## src/rtl/chain_ctrl_pkg.sv

```systemverilog
package chain_ctrl_pkg;
  localparam int unsigned MIN_UNITS = 2;
  localparam int unsigned MAX_UNITS = 8;

  // Width of a step register holding 0..n
  function automatic int unsigned step_width(input int unsigned n);
    int unsigned w;
    w = 1;
    while ((1 << w) <= n) w++;
    return w;
  endfunction
endpackage

```

## src/rtl/chain_rst_sync.sv

```systemverilog
module chain_rst_sync (
  input  logic clk,
  input  logic arst_n,
  output logic rst_n_o
);
  logic [1:0] sync_q;

  always_ff @(posedge clk or negedge arst_n) begin
    if (!arst_n) sync_q <= 2'b00;
    else         sync_q <= {sync_q[0], 1'b1};
  end

  assign rst_n_o = sync_q[1];
endmodule

```

## src/rtl/chain_go_decode.sv

```systemverilog
module chain_go_decode #(
  parameter int unsigned NUM_UNITS = 4,
  parameter int unsigned STEP_W    = 3
) (
  input  logic [STEP_W-1:0]    step_i,
  input  logic [NUM_UNITS-1:0] unit_idle_i,
  output logic [NUM_UNITS-1:0] unit_go_o
);
  for (genvar i = 0; i < NUM_UNITS; i++) begin : g_go
    if (i == 0) begin : g_head
      // first worker launches unconditionally in step 1
      assign unit_go_o[i] = (step_i == STEP_W'(1));
    end else begin : g_tail
      // later workers wait for the predecessor to come back idle
      assign unit_go_o[i] = (step_i == STEP_W'(i + 1)) && unit_idle_i[i-1];
    end
  end
endmodule

```

## src/rtl/chain_step_ctl.sv

```systemverilog
module chain_step_ctl #(
  parameter int unsigned NUM_UNITS = 4,
  parameter int unsigned STEP_W    = 3
) (
  input  logic              clk,
  input  logic              rst_n,
  input  logic              go_i,
  input  logic              last_idle_i,
  input  logic              any_go_i,
  output logic [STEP_W-1:0] step_o,
  output logic              done_o
);
  localparam logic [STEP_W-1:0] STEP_IDLE = '0;
  localparam logic [STEP_W-1:0] STEP_LAST = STEP_W'(NUM_UNITS);

  logic [STEP_W-1:0] step_q, step_nxt;
  logic              step_en;
  logic              done_c;

  always_comb begin
    done_c   = (step_q == STEP_IDLE) && last_idle_i;
    step_nxt = step_q;
    step_en  = 1'b0;
    if (step_q == STEP_IDLE) begin
      if (go_i && done_c) begin
        step_nxt = STEP_W'(1);
        step_en  = 1'b1;
      end
    end else if (any_go_i) begin
      step_en  = 1'b1;
      step_nxt = (step_q == STEP_LAST) ? STEP_IDLE : step_q + STEP_W'(1);
    end
  end

  always_ff @(posedge clk or negedge rst_n) begin
    if (!rst_n)       step_q <= STEP_IDLE;
    else if (step_en) step_q <= step_nxt;
  end

  assign step_o = step_q;
  assign done_o = done_c;
endmodule

```

## src/rtl/seq_chain_ctrl.sv

```systemverilog
module seq_chain_ctrl #(
  parameter int unsigned NUM_UNITS = 4
) (
  input  logic                 clk,
  input  logic                 rst_n,
  input  logic                 go_i,
  output logic                 done_o,
  output logic [NUM_UNITS-1:0] unit_go_o,
  input  logic [NUM_UNITS-1:0] unit_idle_i
);
  import chain_ctrl_pkg::*;

  localparam int unsigned STEP_W = step_width(NUM_UNITS);

  logic              rst_n_sync;
  logic [STEP_W-1:0] step;
  logic              any_go;

  chain_rst_sync u_rst (
    .clk     (clk),
    .arst_n  (rst_n),
    .rst_n_o (rst_n_sync)
  );

  chain_go_decode #(.NUM_UNITS(NUM_UNITS), .STEP_W(STEP_W)) u_dec (
    .step_i      (step),
    .unit_idle_i (unit_idle_i),
    .unit_go_o   (unit_go_o)
  );

  assign any_go = |unit_go_o;

  chain_step_ctl #(.NUM_UNITS(NUM_UNITS), .STEP_W(STEP_W)) u_ctl (
    .clk         (clk),
    .rst_n       (rst_n_sync),
    .go_i        (go_i),
    .last_idle_i (unit_idle_i[NUM_UNITS-1]),
    .any_go_i    (any_go),
    .step_o      (step),
    .done_o      (done_o)
  );
endmodule

```

## config.mk

```make
export PLATFORM = sky130hd
export DESIGN_NAME = seq_chain_ctrl
export DESIGN_NICKNAME = d
export VERILOG_FILES = /design/src/rtl/chain_ctrl_pkg.sv /design/src/rtl/chain_rst_sync.sv /design/src/rtl/chain_go_decode.sv /design/src/rtl/chain_step_ctl.sv /design/src/rtl/seq_chain_ctrl.sv
export SDC_FILE = /design/constraint.sdc
export NUM_CORES = 1
export LEC_CHECK = 0
export ABC_AREA = 1
export BUFFER_PORTS_ARGS = -buffer_cell sky130_fd_sc_hd__buf_2
export CAP_MARGIN = 0
export CORE_AREA = 8 8 45 47
export CTS_CLUSTER_SIZE = 40
export DETAILED_ROUTE_END_ITERATION = 12
export DIE_AREA = 0 0 53 55
export GPL_ROUTABILITY_DRIVEN = 1
export PLACE_DENSITY_LB_ADDON = 0.25
export SLEW_MARGIN = 20
export SYNTH_ARGS = -nofsm -noshare
export SYNTH_HDL_FRONTEND = slang
export SYNTH_SLANG_ARGS = --single-unit
```

## constraint.sdc

```tcl
create_clock -name clk -period 2.6 [get_ports clk]
set_clock_uncertainty 0.15 [all_clocks]
set_input_delay 0.52 -clock clk [delete_from_list [all_inputs] [get_ports clk]]
set_output_delay 0.52 -clock clk [all_outputs]
set_load 0.02 [all_outputs]
```

### Word level (Yosys, flattened, before mapping)

Cells that the tools add are included.

| storage, ports and cells | value |
|---|---|
| bits in registers | 5 |
| input bits | 7 |
| word-level logic and storage cells | 24 |
| output and inout port bits | 5 |

| operators by class | value |
|---|---|
| $add $sub $neg | 1 |
| multiplexer cells | 7 |
| reductions and logical operators | 9 |
| eq/ne operators | 5 |

Operators with widths:

| operator | count |
|---|---|
| 3-bit 2-to-1 mux | 4 |
| 3-bit by 2-bit == test with 1-bit output (second input constant) | 2 |
| 1-bit logical AND | 5 |
| 4-bit OR reduction | 1 |
| 3-bit by 1-bit adder with 3-bit output (second input constant) | 1 |
| 3-bit by 1-bit == test with 1-bit output (second input constant) | 1 |
| 3-bit == test (second input constant) | 1 |
| 3-bit zero test | 1 |
| 1-bit 2-to-1 mux | 3 |
| 3-bit AND reduction | 1 |
| 2-bit inequality test (second input constant) | 1 |
| 2-bit nonzero test | 1 |

### Longest topological paths before layout

| logic depth | value |
|---|---|
| depth after elaboration | 6 |
| depth in mapped cells | 8 |
| gate-level depth less buffers | 8 |

### By module

A second synthesis with hierarchy kept.

| second synthesis, totals | value |
|---|---|
| cell total of the unflattened synthesis | 50 |
| area, all modules | 332.8 µm² |

By module, submodules not included:

| module | sequential area each (µm²) | cells an instance | area an instance (µm²) | times used |
|---|---|---|---|---|
| chain_step_ctl | 75.1 | 31 | 219.0 | 1 |
| chain_rst_sync | 50.0 | 3 | 53.8 | 1 |
| chain_go_decode | 0.0 | 13 | 48.8 | 1 |
| seq_chain_ctrl | 0.0 | 3 | 11.3 | 1 |

### Least setup slack after synthesis

OpenSTA, ideal clock, no wires.

| path | value |
|---|---|
| path kind | register to output |
| from | register u_ctl.step_q[0], in the netlist u_ctl.step_o[0] |
| to | output port done_o |
| path slack | 0.939 ns |
| required time | 1.930 ns |
| arrival | 0.991 ns |
| cell stages (with the launch flop) | 5 |
| path buffers | 0 |
| cells stage by stage | dfrtp_1 > inv_1 > ha_1 > nand2_2 > nor2_4 |

| between the ends | value |
|---|---|
| longest elaborated chain between the ends | 2 |

Ends and longest elaborated chain:

| item | RTL line | RTL |
|---|---|---|
| start, declared | chain_step_ctl.sv:16 | `logic [STEP_W-1:0] step_q, step_nxt;` |
| start signal, assigned | chain_step_ctl.sv:37 | `else if (step_en) step_q <= step_nxt;` |
| 3-bit zero test | chain_step_ctl.sv:21 | `done_c = (step_q == STEP_IDLE) && last_idle_i;` |
| 1-bit logical AND | chain_step_ctl.sv:21 |  |
| end, declared | seq_chain_ctrl.sv:7 | `output logic done_o,` |

No other way between the ends.

### Worst setup path in the final report

Same ends and word-level chain as after synthesis.

==> impl_metrics.ini <==
[critical_path]
critPathLaunchType = register
r2r_cells = 8
cp-endpoint = done_o
cp.required_ps = 1930
reg2reg_from = u_ctl.step_o[0]
crit_type = reg -> out
reg2reg_to = u_ctl.step_o[2]
cp_max_fo = 5
cp-startpoint = u_ctl.step_o[0]
crit_path_end_kind = output pin
rrSetupSlack_ps = 970
crit_arrival_ps = 1420

[final_layout]
final_nets = 73
layout_common_cells = buf_2 (11), inv_1 (8), nand2_1 (7)
fill_cells = 152
post-route-util_pct = 35.2
post-route-cell-area_um2 = 487
area_growth_syn_to_layout_pct = 33.7
seq_area_um2 = 125
multi_input_area_um2 = 205
final_cells = 76
layout_commonest_cell = buf_2
n_antenna_cell = 0
drive_gt1_share_pct = 41.7

[synthesis]
netlist_instances = 43
yosysTopAreaCellShare_pct = 34.4
synth_area_leader_cell = dfrtp_1
syn-num-nets = 55
avgSynthCellArea_um2 = 8.47
syn_area_um2 = 364
seq_area_frac_synth_pct = 34.4
ys_ff_latch = 5
ys_types = 14
yosys_warnings = 0
synth_area_leaders = dfrtp_1 (34%), ha_1 (17%), nand2_2 (8.6%)

[detailed_routing]
drc_errors = 0
drt-initial-drc-count = 3
num_vias = 305
vias_per_cell = 4.01
wl_per_cell_um = 8.58
totalWireLength_um = 652
drt_first_pass_iters = 4
ant_nets = 0

[power]
p_int_uw = 251
ir_drop_uv = 386
p_total_uw = 469
power_frac_clock_pct = 18.8
p_leak_nw = 0.305
p_sw_share_pct = 46.5
combPwrFrac_pct = 56.4
p_per_area_nw_per_um2 = 964
sequentialPowerShare_pct = 24.8
p_switching_uw = 218

[clock_tree]
post_cts_buffers = 0
clk_latency_ps = 240
cts_buffers = 3
clk_path_buf_depth = 2
cts_tree = built
cts_max_level = 1
ctsResizeCount = 0
cts.sinks = 5
path_clk_slew_ps = 50
clock-root-buffer = clkbuf_4

[place]
dpl.hpwl_um = 568
numPlacedInstances = 70
portBuffers = 11
place_ws_ps = 759
place.gp.congestion = 0.750
dpl-instance-area_um2 = 439

[global_routing]
antenna_found_initial = 0
grt_pass1_vias = 280
overflow = 0
grt.total_usage_pct = 5.38
grt_pass1_wl_um = 1100
grt_max_degree = 6

[floorplan]
die_w_um = 53
ioPinCount = 12
row_count = 14
die_y_um = 55
die_area_um2 = 2920
start_util_pct = 26.3
coreArea_um2 = 1380

[run_status]
status = finished, final reports clean

[timing]
hold_ws_ps = 201
fin_crit_sh_pct = 80.2
rsz0062_at_grt = no
hold_violations = 0
worst_slack_ps = 514
period_needed_ps = 2090
setup_violations = 0
fmax_mhz = 479
finalSetupTns_ps = 0
final_max_slew_viol_count = 0

[min_path]
hold_class = reg -> reg
whs_path_depth = 0

[run]
drv_cap = 0
==> per-layer routing <==
| metal | routed length, µm | global-route usage, % | part of all wire, % |
|---|---|---|---|
| met1 | 290 | 4.92 | 44 |
| met2 | 284 | 8.40 | 44 |
| met3 | 77 | 2.94 | 12 |
| met4 | 0 | 5.17 | 0 |
| met5 | 0 | 0 | 0 |
==> state kept, by name, summed over array words and instances, names as in the netlist <==
register,count
u_ctl.step_o,3
u_rst.sync_q,2
==> cell type report <==
type                    instances  share of cell area [%]
clock buffers                   3                    4.63
inverters                       9                    6.94
clock inverters                 1                    1.03
well taps                      16                    4.11
flip-flops and latches          5                    25.7
repair buffers                 13                    15.4
multi-input cells              29                    42.2
==> Yosys cell counts (all sizes together) <==
library cell and instances:
conb 1, ha 5, nor2 3, nand3 5, inv 9, o21ai 2, nand2 13, dfrtp 5
==> power groups by stage <==
stage / clock network (mW) / logic [mW] / registers, mW
after global routing: 0.0995 / 0.305 / 0.120
final: 0.0883 / 0.265 / 0.116
after floorplan: 0 / 0.211 / 0.113
after detailed placement: 0 / 0.264 / 0.119
after CTS: 0.0935 / 0.269 / 0.117
after global placement: 0 / 0.266 / 0.118
==> how the worst min path moves through the flow <==
stage / from / slack, ps / end
6_report: u_rst.sync_q[0] / 200 / u_rst.sync_q[1]
5_1_grt: u_rst.sync_q[0] / 210 / u_rst.sync_q[1]
4_1_cts: u_rst.sync_q[0] / 200 / u_rst.sync_q[1]
3_5_place_dp: u_rst.sync_q[1] / -110 / u_ctl.step_o[0]
3_3_place_gp: u_rst.sync_q[1] / -110 / u_ctl.step_o[0]
2_1_floorplan: u_rst.sync_q[1] / -120 / u_ctl.step_o[0]
==> worst max-delay path, stage by stage (launching register included) <==
cell and delay [ps]:
dfrtp_1 420, inv_1 100, ha_1 240, nand2_2 120, nor2_4 120, buf_2 180
==> cells by family after synthesis <==
kind of cell    after synthesis  share of synthesized area [%]
simple gates                 21                           32.3
buf+inv                       9                           9.28
fa+ha+maj                     5                           17.2
flops                         5                           34.4
compound gates                2                           5.84
other cells                   1                           1.03
==> what timing repair did <==
action                                 4_1_cts  5_1_grt
endpoints found under the hold margin        5        0
setup endpoints to repair                    0        0
hold buffers                                 2        0
Note: power is estimated with default switching activity, not from simulation.
